===== src/rtl/dmarq_pkg.sv =====
package dmarq_pkg;
  typedef enum logic [1:0] {
    XM_BURST = 2'd0,
    XM_STEP  = 2'd1,
    XM_BLOCK = 2'd2,
    XM_CONT  = 2'd3
  } xfer_mode_e;
endpackage


===== src/rtl/dmarq_sync.sv =====
module dmarq_sync #(
  parameter int NUM_CH = 3
) (
  input  logic              clk,
  input  logic              rst_n,
  input  logic [NUM_CH-1:0] async_in,
  output logic [NUM_CH-1:0] sync_out
);
  for (genvar c = 0; c < NUM_CH; c++) begin : g_ch
    logic meta_q;
    logic stab_q;
    always_ff @(posedge clk or negedge rst_n) begin
      if (!rst_n) begin
        meta_q <= 1'b0;
        stab_q <= 1'b0;
      end else begin
        meta_q <= async_in[c];
        stab_q <= meta_q;
      end
    end
    assign sync_out[c] = stab_q;
  end
endmodule


===== src/rtl/dmarq_pend.sv =====
module dmarq_pend #(
  parameter int NUM_CH = 3
) (
  input  logic              clk,
  input  logic              rst_n,
  input  logic [NUM_CH-1:0] req_s,
  input  logic [NUM_CH-1:0] ch_en,
  input  logic [NUM_CH-1:0] busy,
  input  logic [NUM_CH-1:0] clr,
  output logic [NUM_CH-1:0] pend
);
  logic [NUM_CH-1:0] pend_q;
  logic [NUM_CH-1:0] pend_d;

  always_comb begin
    pend_d = (pend_q | (req_s & ~busy)) & ch_en & ~clr;
  end

  always_ff @(posedge clk or negedge rst_n) begin
    if (!rst_n) pend_q <= '0;
    else        pend_q <= pend_d;
  end

  assign pend = pend_q;
endmodule


===== src/rtl/dmarq_prio.sv =====
module dmarq_prio #(
  parameter int NUM_CH = 3
) (
  input  logic [NUM_CH-1:0] req,
  output logic [NUM_CH-1:0] win_oh,
  output logic              win_any
);
  always_comb begin
    win_oh = '0;
    for (int i = 0; i < NUM_CH; i++) begin
      if (req[i] && (win_oh == '0)) win_oh[i] = 1'b1;
    end
  end
  assign win_any = |req;
endmodule


===== src/rtl/dmarq_seq.sv =====
module dmarq_seq #(
  parameter int CYC_W = 4
) (
  input  logic             clk,
  input  logic             rst_n,
  input  logic             start,
  input  logic             active,
  input  logic [CYC_W-1:0] blk_len,
  output logic             blk_done
);
  logic [CYC_W-1:0] cnt_q;
  logic [CYC_W-1:0] cnt_d;
  logic [CYC_W-1:0] last_cnt;
  logic             cnt_en;

  assign last_cnt = (blk_len == '0) ? '0 : blk_len - 1'b1;
  assign blk_done = active && (cnt_q == last_cnt);
  assign cnt_en   = start || active;

  always_comb begin
    if (start)         cnt_d = '0;
    else if (blk_done) cnt_d = '0;
    else               cnt_d = cnt_q + 1'b1;
  end

  always_ff @(posedge clk or negedge rst_n) begin
    if (!rst_n)      cnt_q <= '0;
    else if (cnt_en) cnt_q <= cnt_d;
  end
endmodule


===== src/rtl/dmarq_arbiter.sv =====
module dmarq_arbiter #(
  parameter int NUM_CH = 3,
  parameter int BLK_W  = 8,
  parameter int CYC_W  = 4
) (
  input  logic              clk,
  input  logic              rst_n,
  input  logic [NUM_CH-1:0] req_in,
  input  logic [NUM_CH-1:0] ch_en,
  input  logic [1:0]        cfg_mode,
  input  logic [BLK_W-1:0]  cfg_blocks,
  input  logic [CYC_W-1:0]  cfg_blk_cycles,
  output logic [NUM_CH-1:0] grant,
  output logic [NUM_CH-1:0] busy,
  output logic              xfer_start,
  output logic              xfer_done
);
  import dmarq_pkg::*;

  localparam logic [BLK_W-1:0] BLK_ONE = BLK_W'(1);

  logic [NUM_CH-1:0] req_s;
  logic [NUM_CH-1:0] pend;
  logic [NUM_CH-1:0] win_oh;
  logic              win_any;
  logic              blk_done;

  logic [NUM_CH-1:0] grant_q, grant_d;
  logic [NUM_CH-1:0] busy_q, busy_d;
  logic [BLK_W-1:0]  rem_q [NUM_CH];
  logic [BLK_W-1:0]  rem_d [NUM_CH];
  logic              start_q, done_q;

  logic              granted, launch;
  logic              final_blk, release_g;
  logic [NUM_CH-1:0] end_vec;
  logic [BLK_W-1:0]  cur_rem, blk_load;
  logic              cur_req;
  xfer_mode_e        mode;

  dmarq_sync #(.NUM_CH(NUM_CH)) u_sync (
    .clk(clk), .rst_n(rst_n), .async_in(req_in), .sync_out(req_s)
  );

  dmarq_pend #(.NUM_CH(NUM_CH)) u_pend (
    .clk(clk), .rst_n(rst_n), .req_s(req_s), .ch_en(ch_en),
    .busy(busy_q), .clr(end_vec), .pend(pend)
  );

  dmarq_prio #(.NUM_CH(NUM_CH)) u_prio (
    .req(pend & ch_en), .win_oh(win_oh), .win_any(win_any)
  );

  dmarq_seq #(.CYC_W(CYC_W)) u_seq (
    .clk(clk), .rst_n(rst_n), .start(launch), .active(granted),
    .blk_len(cfg_blk_cycles), .blk_done(blk_done)
  );

  assign mode     = xfer_mode_e'(cfg_mode);
  assign granted  = |grant_q;
  assign launch   = !granted && win_any;
  assign blk_load = (cfg_blocks == '0) ? BLK_ONE : cfg_blocks;

  always_comb begin
    cur_rem = '0;
    cur_req = 1'b0;
    for (int c = 0; c < NUM_CH; c++) begin
      if (grant_q[c]) begin
        cur_rem = rem_q[c];
        cur_req = req_s[c];
      end
    end
  end

  always_comb begin
    final_blk = 1'b0;
    release_g = 1'b0;
    if (granted && blk_done) begin
      unique case (mode)
        XM_BURST: begin
          final_blk = (cur_rem <= BLK_ONE);
          release_g = final_blk;
        end
        XM_STEP: begin
          final_blk = (cur_rem <= BLK_ONE);
          release_g = 1'b1;
        end
        XM_BLOCK: begin
          final_blk = 1'b1;
          release_g = 1'b1;
        end
        XM_CONT: begin
          final_blk = (cur_rem <= BLK_ONE) || !cur_req;
          release_g = final_blk;
        end
        default: begin
          final_blk = 1'b1;
          release_g = 1'b1;
        end
      endcase
    end
    end_vec = final_blk ? grant_q : '0;
  end

  always_comb begin
    if (launch)         grant_d = win_oh;
    else if (release_g) grant_d = '0;
    else                grant_d = grant_q;
  end

  always_comb begin
    for (int c = 0; c < NUM_CH; c++) begin
      if (launch && win_oh[c])           busy_d[c] = 1'b1;
      else if (end_vec[c])               busy_d[c] = 1'b0;
      else if (!ch_en[c] && !grant_q[c]) busy_d[c] = 1'b0;
      else                               busy_d[c] = busy_q[c];

      if (launch && win_oh[c] && !busy_q[c])
        rem_d[c] = blk_load;
      else if (grant_q[c] && blk_done && (rem_q[c] != '0))
        rem_d[c] = rem_q[c] - 1'b1;
      else
        rem_d[c] = rem_q[c];
    end
  end

  always_ff @(posedge clk or negedge rst_n) begin
    if (!rst_n) begin
      grant_q <= '0;
      busy_q  <= '0;
      start_q <= 1'b0;
      done_q  <= 1'b0;
    end else begin
      grant_q <= grant_d;
      busy_q  <= busy_d;
      start_q <= launch;
      done_q  <= final_blk;
    end
  end

  for (genvar c = 0; c < NUM_CH; c++) begin : g_rem
    logic rem_en;
    assign rem_en = launch || (grant_q[c] && blk_done);
    always_ff @(posedge clk or negedge rst_n) begin
      if (!rst_n)      rem_q[c] <= '0;
      else if (rem_en) rem_q[c] <= rem_d[c];
    end
  end

  assign grant      = grant_q;
  assign busy       = busy_q;
  assign xfer_start = start_q;
  assign xfer_done  = done_q;
endmodule


===== config.mk =====
export PLATFORM = sky130hd
export DESIGN_NAME = dmarq_arbiter
export DESIGN_NICKNAME = d
export VERILOG_FILES = /design/src/rtl/dmarq_pkg.sv /design/src/rtl/dmarq_sync.sv /design/src/rtl/dmarq_pend.sv /design/src/rtl/dmarq_prio.sv /design/src/rtl/dmarq_seq.sv /design/src/rtl/dmarq_arbiter.sv
export SDC_FILE = /design/constraint.sdc
export NUM_CORES = 1
export LEC_CHECK = 0
export ABC_AREA = 1
export BUFFER_PORTS_ARGS = -buffer_cell sky130_fd_sc_hd__buf_4
export CAP_MARGIN = 20
export CORE_MARGIN = 3
export CORE_UTILIZATION = 51
export CTS_BUF_LIST = sky130_fd_sc_hd__clkbuf_4
export DETAILED_ROUTE_END_ITERATION = 6
export GPL_ROUTABILITY_DRIVEN = 0
export PLACE_DENSITY = 0.79
export SLEW_MARGIN = 20
export SYNTH_ARGS = -nofsm -noshare
export SYNTH_HDL_FRONTEND = slang
export SYNTH_SLANG_ARGS = --single-unit

===== constraint.sdc =====
create_clock -name clk -period 1.57 [get_ports clk]
set_input_delay 0.0785 -clock clk [delete_from_list [all_inputs] [get_ports clk]]
set_output_delay 0.0785 -clock clk [all_outputs]
set_load 0.05 [all_outputs]

Word level (Yosys, flattened, before mapping)
Index checks and enable logic that the tools add are counted.
- register bits: 45
- output and inout bits: 8
- logic and storage cells: 127
- $add $sub $neg: 5
- order comparisons: 1
- equality and inequality tests: 4
- muxes and demuxes: 35
- bitwise logic cells: 8
- reduce and logical (&&, ||, !) cells: 57
- operators by type and width (cell ; count):
    2-to-1 mux 8 bit ; 10
    nonzero test 8 bit ; 3
    subtractor 8 x 1 -> 8 bit (second input constant) ; 3
    logical AND 1 bit ; 20
    2-to-1 mux 1 bit ; 17
    bitwise AND 3 bit ; 4
    2-to-1 mux 4 bit ; 3
    logical NOT 1 bit ; 11
    2-to-1 mux 3 bit ; 3
    nonzero test 3 bit ; 3
    less-or-equal comparator 8 x 1 -> 1 bit (second input constant) ; 1
    logical NOT 8 bit ; 1
    nonzero test 2 bit ; 4
    NOT 3 bit ; 2
    case mux 1 bit (3 select lines) ; 2
    AND reduction 2 bit ; 3
    OR reduction 3 bit ; 2
    logical OR 1 bit ; 5
    adder 4 x 1 -> 4 bit (second input constant) ; 1
    == test 2 bit (second input constant) ; 2
    == test 4 bit ; 1
    logical NOT 2 bit ; 2
    logical NOT 4 bit ; 1
    OR reduction 2 bit ; 2
    4 further kinds ; 4

Logic depth before layout (Yosys ltp)
Gate-level depths: netlist of the first run.
- depth after elaboration: 12
- mapped depth: 12
- gate-level depth less buffers: 12

Hierarchy
Synthesis of the first run repeated with hierarchy kept, for this count alone.
- cells, all modules: 387
- area, all modules: 2950.3 um^2
- modules (own cells, without submodules) (module ; instances ; cells each ; area an instance (um^2) ; seq. area each (um^2)):
    dmarq_arbiter ; 1 ; 286 ; 2215.9 ; 800.8
    dmarq_seq ; 1 ; 63 ; 364.1 ; 100.1
    dmarq_sync ; 1 ; 9 ; 172.7 ; 150.1
    dmarq_pend ; 1 ; 21 ; 157.7 ; 75.1
    dmarq_prio ; 1 ; 8 ; 40.0 ; 0.0

Worst setup path after synthesis of the first run
Ideal clock, no wire load.
- path kind: reg2reg
- from: register grant_q[1], in the netlist grant[1]
- to: register rem_q[6] (netlist name)
- setup time: 65 ps
- data arrival time: 1691 ps
- required time: 1505 ps
- slack: -187 ps
- cell stages (with the launch flop): 12
- path buffers: 2
- period minus slack after synthesis: 1757 ps
- path through: dfrtp_1 -> buf_6 -> inv_2 -> nand3_4 -> nor2_4 -> nand2_4 -> nor2_8 -> inv_4 -> buf_6 -> o21ai_2 -> nand3_1 -> nand2_1
- longest elaborated chain between the ends: 7
- elaborated cells on any way between the ends: 12
- those cells by class: 1 x mux; 11 x reduce/logical
- RTL lines (element ; RTL line ; source):
    start: declaration ; dmarq_arbiter.sv:28 ; logic [NUM_CH-1:0] grant_q, grant_d;
    start signal: assignment ; dmarq_arbiter.sv:134 ; grant_q <= grant_d;
    OR reduction 3 bit (*) ; dmarq_arbiter.sv:60 ; assign granted = |grant_q;
    logical NOT 1 bit ; dmarq_arbiter.sv:61 ; assign launch = !granted && win_any;
    logical AND 1 bit ; dmarq_arbiter.sv:61 ;
    logical AND 1 bit (2 in series) ; dmarq_arbiter.sv:118 ; if (launch && win_oh[c] && !busy_q[c])
    nonzero test 2 bit (no source line) ; -- ;
    AND reduction 2 bit (no source line) ; -- ;
    end signal: indexed assignment ; dmarq_arbiter.sv:146 ; else if (rem_en) rem_q[c] <= rem_d[c];
    end: declaration ; dmarq_arbiter.sv:30 ; logic [BLK_W-1:0] rem_q [NUM_CH];
Mark *: on every way between the ends. The rest lies on a longest branch, timed or not.
A chain may end at the register's enable or synchronous reset.

Final worst setup path of the first run
- from: register rem_q[4] (netlist name)
- to: register grant_q[1], in the netlist grant[1]
- longest elaborated chain between the ends: 6
- RTL lines (element ; RTL line ; source):
    2-to-1 mux 8 bit (*) ; dmarq_arbiter.sv:68 ; if (grant_q[c]) begin
    less-or-equal comparator 8 x 1 -> 1 bit (*) ; dmarq_arbiter.sv:81, dmarq_arbiter.sv:93 ;
    logical OR 1 bit ; dmarq_arbiter.sv:93 ; final_blk = (cur_rem <= BLK_ONE) || !cur_req;
    case mux 1 bit (3 select lines) (*) ; dmarq_arbiter.sv:79 ; unique case (mode)
    2-to-1 mux 1 bit (*) ; dmarq_arbiter.sv:78 ; if (granted && blk_done) begin
    nonzero test 2 bit (no source line) (*) ; -- ;
Marked as above.

==> flow_summary.ini, run 1 <==
[synth]
yosysWarnings = 0
netlist_top_cells_count = 102 x nand2_1, 70 x nand3_1, 47 x inv_1
yosysMostFrequentCell = nand2_1
synth_area_sq_mm = 0.002978
synth-seq-cells = 45
syn-instance-count = 402
synth_top_cell_by_area = dfrtp_1
synth-main-ff-cell = dfrtp_1
synth_fp_nets = 434
ys_seq_area_frac = 0.3782
synthArstFlopShare = 1.000
synth_top_cells_by_area = dfrtp_1 38%, nand2_1 13%, nand3_1 12%
avgSynthCellArea_sq_um = 7.408
synth_edf_count = 0
yosysUniqueCellTypes = 35
synth_top_area_frac = 0.3782

[setup_path]
crit_type = reg2reg
r2r_slack_ns = 0.04
critPathMaxFanout = 3
crit_arrival_ns = 1.80
cp-end-kind = register
critPathLaunchType = register
reg2reg_to = grant[1]$_DFFE_PN0P_
reg2reg_depth = 10
critPathRequiredTime_ns = 1.84
rr_startpoint = rem_q[4]$_DFFE_PN0P_

[routing]
ant_nets = 0
drt_pre_antenna_iters = 4
first_iter_violations = 171
viasPerCell = 5.474
drc = 0
wl_per_cell_um = 14.16
vias = 2945
wl_um = 7616

[sta]
finalCritPeriodShare = 0.9761
min_period_ns = 1.532
slew_violations = 0
holdWs_ns = 0.06567
hold_violations = 0
setup_viol = 0
clock.fmax_ghz = 0.6525
worst_pin_slew_ns = 0.5815
max_slew_margin = 0.6124
rsz0062_at_grt = true
fin_skew_ns = 0.009144

[worst_hold_path]
holdPathEnd = rem_q[4]$_DFFE_PN0P_
hp-start = cfg_blocks[4]
min_path_cells = 5
holdCritPathClass = in2reg

[clock_tree]
root_buffer = clkbuf_4
numCtsBuffers = 5
clk_pin_slew_ns = 0.13
cts_buffer_depth = 2
clk_latency_ns = 0.36
cts_tree = yes
clock-sinks = 45
ctsHtreeMaxLevel = 2

[power_and_ir_drop]
p_comb_frac = 0.614
vdd_ir_drop_max_mv = 0.8771
p_seq_frac = 0.300
power.switching_mw = 3.150
powerDensity_mw_per_mm2 = 1753
p_clk_frac = 0.086
switching_share = 0.4842
internal_power_mw = 3.356
p_leak_nw = 1.939

[flow_run]
drv_cap = 0

[floorplan]
fp.dieH_um = 82.41
core-area_sq_mm = 0.005574
rows = 27
dieWidth_um = 82.41
initial_utilization = 0.5342
dieArea_sq_mm = 0.006791
ioPinCount = 30

[cells_and_area]
nNetsFinal = 498
instances_no_fill = 538
antenna_cells = 0
layout-drive-gt1-share = 0.2489
syn2layout_area_growth_pct = 24.62

[global_routing]
grt_pass1_wl_um = 12510
grt_pass1_vias = 2873
grt_usage = 0.2389
grt_max_degree = 46
overflow = 0
antenna_found_initial = 0

[status]
outcome = finished clean

[place]
dp.final_hpwl_um = 5460
portBuffers = 29
dp_cells = 519
==> cell families (layout without fill, tap and decap cells) <==
group	count (synthesis)	in the layout	synth area share
buffers and inverters	57	121	0.08109
xor gates and xnor gates	11	11	0.03235
adders and majority gates	10	10	0.04202
AOI/OAI and AO/OA	51	51	0.09748
and+or+nand+nor	228	228	0.3689
DFF	45	45	0.3782
==> cell usage in the layout, fill, tap and decap left out, types with 5 or more instances in the layout <==
| cell type | Yosys | final |
|---|---|---|
| nand2_1 | 102 | 95 |
| nand3_1 | 70 | 68 |
| buf_4 | 2 | 54 |
| inv_1 | 47 | 46 |
| dfrtp_1 | 45 | 39 |
| o21ai_0 | 31 | 29 |
| nor2_1 | 26 | 18 |
| ha_1 | 10 | 10 |
| nand2_2 | 5 | 9 |
| dlygate4sd3_1 | 0 | 7 |
| xor2_1 | 6 | 6 |
| clkbuf_4 | 0 | 6 |
| dfrtp_2 | 0 | 6 |
| nor2_2 | 0 | 5 |
| nand4_1 | 5 | 5 |
| nor2_4 | 2 | 5 |
| xnor2_1 | 5 | 5 |
==> worst max-delay path by stage <==
stage,slack (ns),end,cells past startpoint,start
after CTS,0.02,rem_q[19]$_DFFE_PN0P_,8,grant[1]$_DFFE_PN0P_
after floorplan,-0.08,rem_q[6]$_DFFE_PN0P_,11,grant[1]$_DFFE_PN0P_
after global placement,0.05,rem_q[17]$_DFFE_PN0P_,7,grant[1]$_DFFE_PN0P_
after detailed placement,-0.009,busy[0]$_DFFE_PN0P_,8,rem_q[3]$_DFFE_PN0P_
final,0.04,grant[1]$_DFFE_PN0P_,10,rem_q[4]$_DFFE_PN0P_
after global routing,-0.04,rem_q[23]$_DFFE_PN0P_,7,grant[1]$_DFFE_PN0P_
==> what timing repair did <==
action | 4_1_cts | 5_1_grt
pin swaps | 1 | 10
hold buffers | 7 | 0
endpoints found under the hold margin | 51 | 0
setup endpoints to repair | 11 | 33
resized for setup | 4 | 33
buffers inserted | 2 | 3
==> power by group through the flow <==
| stage | clock network [mW] | registers [mW] | logic [mW] |
|---|---|---|---|
| 3_5_place_dp | 0 | 1.95 | 3.63 |
| 4_1_cts | 0.573 | 1.93 | 3.72 |
| 5_1_grt | 0.627 | 2.00 | 4.44 |
| 3_3_place_gp | 0 | 1.92 | 3.52 |
| 2_1_floorplan | 0 | 2.18 | 2.30 |
| 6_report | 0.560 | 1.95 | 3.99 |
==> state kept, by name, summed over array words and instances (netlist names) <==
register and count:
busy 3, grant 3, rem_q 24, u_pend.pend 3, u_seq.cnt_q 4, u_sync.g_ch.meta_q 3, u_sync.g_ch.stab_q 3, xfer_done 1
xfer_start 1
==> per-stage QoR <==
step                      worst slack [ns]  area [sq um]    util  total power [mW]  setup TNS [ns]
after floorplan                   -0.07521          2989       -             4.479         -0.7657
after global placement             0.04854          3427  0.6148             5.440               0
after detailed placement         -0.008848          3427  0.6148             5.573        -0.02267
after CTS                          0.01670          3578  0.6420             6.224               0
after global routing              -0.03626          3711  0.6658             7.076         -0.4695
final                              0.03751          3711  0.6658             6.506               0
==> layout make-up <==
| cell class | instances | area (sq um) |
|---|---|---|
| multi-input cells | 300 | 1735 |
| repair buffers | 63 | 506.7 |
| inverters | 51 | 196.4 |
| clock inverters | 1 | 3.754 |
| well taps | 72 | 90.09 |
| clock buffers | 6 | 45.04 |
| flip-flops and latches | 45 | 1134 |
| fillers | 456 | 1863 |
==> worst max-delay path, stage by stage, from the launching register on <==
cell     delay, ns
dfrtp_1       0.42
nor2_2        0.15
nand2_1       0.09
nor3_2        0.16
nand3_1       0.16
nand2_2       0.14
nand2_1       0.06
nand2_1       0.07
nand2_2       0.07
nand3_1       0.08
nand2_1       0.05
==> per-layer routing <==
layer	part of all wire	vias up	wire (um)	GRT usage
met5	0	-	0	0
met4	0.019	0	144	0.08140
met3	0.048	19	369	0.03796
met2	0.50	77	3796	0.4199
met1	0.43	1399	3305	0.2959
li1	-	1450	-	-
Note: power is estimated with default switching activity, not from simulation.
==> inputs of run 2 (changes only) <==
--- a/config.mk
+++ b/config.mk
@@ -6,14 +6,14 @@
 export NUM_CORES = 1
 export LEC_CHECK = 0
 export ABC_AREA = 1
-export BUFFER_PORTS_ARGS = -buffer_cell sky130_fd_sc_hd__buf_4
 export CAP_MARGIN = 20
 export CORE_MARGIN = 3
 export CORE_UTILIZATION = 51
 export CTS_BUF_LIST = sky130_fd_sc_hd__clkbuf_4
 export DETAILED_ROUTE_END_ITERATION = 6
+export DONT_BUFFER_PORTS = 1
 export GPL_ROUTABILITY_DRIVEN = 0
-export PLACE_DENSITY = 0.79
+export PLACE_DENSITY = 0.75
 export SLEW_MARGIN = 20
 export SYNTH_ARGS = -nofsm -noshare
 export SYNTH_HDL_FRONTEND = slang
==> run 2 against run 1 <==
  * The run now ends with negative setup slack left
  * Critical path depth is 1 lower
  * Critical path type unchanged
  * First-iteration DRC count is 8.8% higher
  * Hold slack lost 0.037 ns
  * Non-clock buffer count decreased by 16
  * Critical endpoint is now busy[2]$_DFFE_PN0P_
==> flow_summary.ini, run 2 (synthesis results as in run 1) <==
[setup_path]
reg2reg_depth = 9
crit_arrival_ns = 1.90
crit_type = reg2reg
r2r_slack_ns = -0.07
critPathRequiredTime_ns = 1.82
crit_path_end = busy[2]$_DFFE_PN0P_
reg2reg_to = busy[2]$_DFFE_PN0P_
critPathMaxFanout = 3
critPathLaunchType = register
cp-end-kind = register
critPathLaunch = rem_q[5]$_DFFE_PN0P_
rr_startpoint = rem_q[5]$_DFFE_PN0P_

[sta]
fin_skew_ns = 0.01172
rsz0062_at_grt = true
clock.fmax_ghz = 0.6080
setup_slack_ns = -0.07462
slew_violations = 0
max_slew_margin = 0.7013
hold_violations = 0
min_period_ns = 1.645
worst_pin_slew_ns = 0.4483
finalCritPeriodShare = 1.048
setup_viol = 7

[clock_tree]
ctsHtreeMaxLevel = 2
clk_pin_slew_ns = 0.13
clock-sinks = 45
cts_buffer_depth = 2
cts_tree = yes
numCtsBuffers = 5
root_buffer = clkbuf_4
clk_latency_ns = 0.37

[place]
portBuffers = 0
dp_cells = 493
dp.final_hpwl_um = 5264

[cells_and_area]
antenna_cells = 0
nNetsFinal = 482
reg_top3 = rem_q (24), u_seq.cnt_q (4)
layout_common_cells = 89 x nand2_1, 64 x nand3_1, 46 x inv_1
layout-drive-gt1-share = 0.2378
instances_no_fill = 522
syn2layout_area_growth_pct = 23.87
largest-register = rem_q
final_common_cell = nand2_1
largest_reg_flops = 24

[power_and_ir_drop]
internal_power_mw = 3.561
vdd_ir_drop_max_mv = 1.152
power.switching_mw = 3.235
powerDensity_mw_per_mm2 = 1842
power_mw = 6.796
p_leak_nw = 1.888
p_seq_frac = 0.292
p_clk_frac = 0.104
p_comb_frac = 0.605
switching_share = 0.4760

[routing]
ant_nets = 0
viasPerCell = 5.556
vias = 2900
drc = 0
wl_per_cell_um = 14.64
wl_um = 7643
drt_pre_antenna_iters = 4
first_iter_violations = 186

[floorplan]
rows = 27
dieArea_sq_mm = 0.006791
core-area_sq_mm = 0.005574
ioPinCount = 30
initial_utilization = 0.5342
dieWidth_um = 82.41
fp.dieH_um = 82.41

[worst_hold_path]
holdCritPathClass = in2reg
hp-start = ch_en[0]
min_path_cells = 4

[global_routing]
grt_max_degree = 46
grt_pass1_vias = 2779
antenna_found_initial = 0
grt_pass1_wl_um = 12430
grt_usage = 0.2377
overflow = 0

[status]
violations = negative setup slack
outcome = finished, violations left

[flow_run]
drv_cap = 0
## run 2: changes by cell type in the layout (fill, tap and decap cells not counted), moves of 3 or more
| cell | delta |
|---|---|
| buf_4 | -22 |
| nand2_2 | +7 |
| nand2_1 | -6 |
| o21ai_0 | -6 |
| dlygate4sd3_1 | +5 |
| nand3_1 | -4 |
| nand3_2 | +3 |
| nor2_2 | +3 |
| o21ai_1 | +3 |
| o21ai_2 | +3 |
## run 2: worst min path at each step
| stage | end | slack (ns) |
|---|---|---|
| 2_1_floorplan | busy[0]$_DFFE_PN0P_ | -0.22 |
| 3_3_place_gp | rem_q[19]$_DFFE_PN0P_ | -0.22 |
| 3_5_place_dp | rem_q[19]$_DFFE_PN0P_ | -0.22 |
| 4_1_cts | rem_q[18]$_DFFE_PN0P_ | 0.004 |
| 5_1_grt | grant[0]$_DFFE_PN0P_ | 0.03 |
| 6_report | grant[0]$_DFFE_PN0P_ | 0.03 |
## run 2: repair_timing
| item | CTS | global route |
|---|---|---|
| gates resized for setup | 7 | 48 |
| hold endpoints to repair | 62 | 0 |
| hold buffers | 13 | 0 |
| buffers inserted | 0 | 9 |
| pin swaps | 0 | 13 |
| endpoints found under the setup margin | 16 | 33 |
## run 2: final cells by class
class	instances	area, sq um
well taps	72	90.09
clock buffers	5	37.54
repair buffers	47	419.2
clock inverters	2	35.03
multi-input cells	300	1774
inverters	51	201.4
fillers	476	1886
flip-flops and latches	45	1131
## run 2: power groups by stage
stage          registers (mW)  clock network (mW)  logic, mW
5_1_grt                  2.04               0.773       4.58
4_1_cts                  1.96               0.727       3.55
2_1_floorplan            2.18                   0       2.30
6_report                 1.98               0.705       4.11
3_3_place_gp             1.96                   0       3.35
3_5_place_dp             1.97                   0       3.44
## run 2: worst max-delay path, stage by stage (launching register included)
cell,delay [ns]
dfrtp_1,0.43
nor2_2,0.15
nand2_1,0.10
nor3_2,0.20
buf_4,0.14
nand3_2,0.07
nand2_2,0.11
nor2_2,0.08
nor2_1,0.15
o21ai_0,0.10
## run 2: routing by layer
metal  vias to the layer above  share of wire  GRT usage
met5                         -              0          0
met4                         0          0.019    0.06977
met3                        17          0.045    0.04447
li1                       1420              -          -
met2                        69           0.50     0.4014
met1                      1394           0.44     0.3092
## run 2: through the flow
step | util | area [sq um] | hold slack (ns) | TNS, ns | setup slack, ns
2_1_floorplan | - | 2989 | -0.2171 | -0.7657 | -0.07521
3_3_place_gp | 0.5798 | 3232 | -0.2157 | -0.1316 | -0.05029
3_5_place_dp | 0.5798 | 3232 | -0.2159 | -0.02245 | -0.01624
4_1_cts | 0.6233 | 3475 | 0.003796 | 0 | 0.005586
5_1_grt | 0.6617 | 3689 | 0.02556 | -1.579 | -0.1326
6_report | 0.6617 | 3689 | 0.02820 | -0.3505 | -0.07462
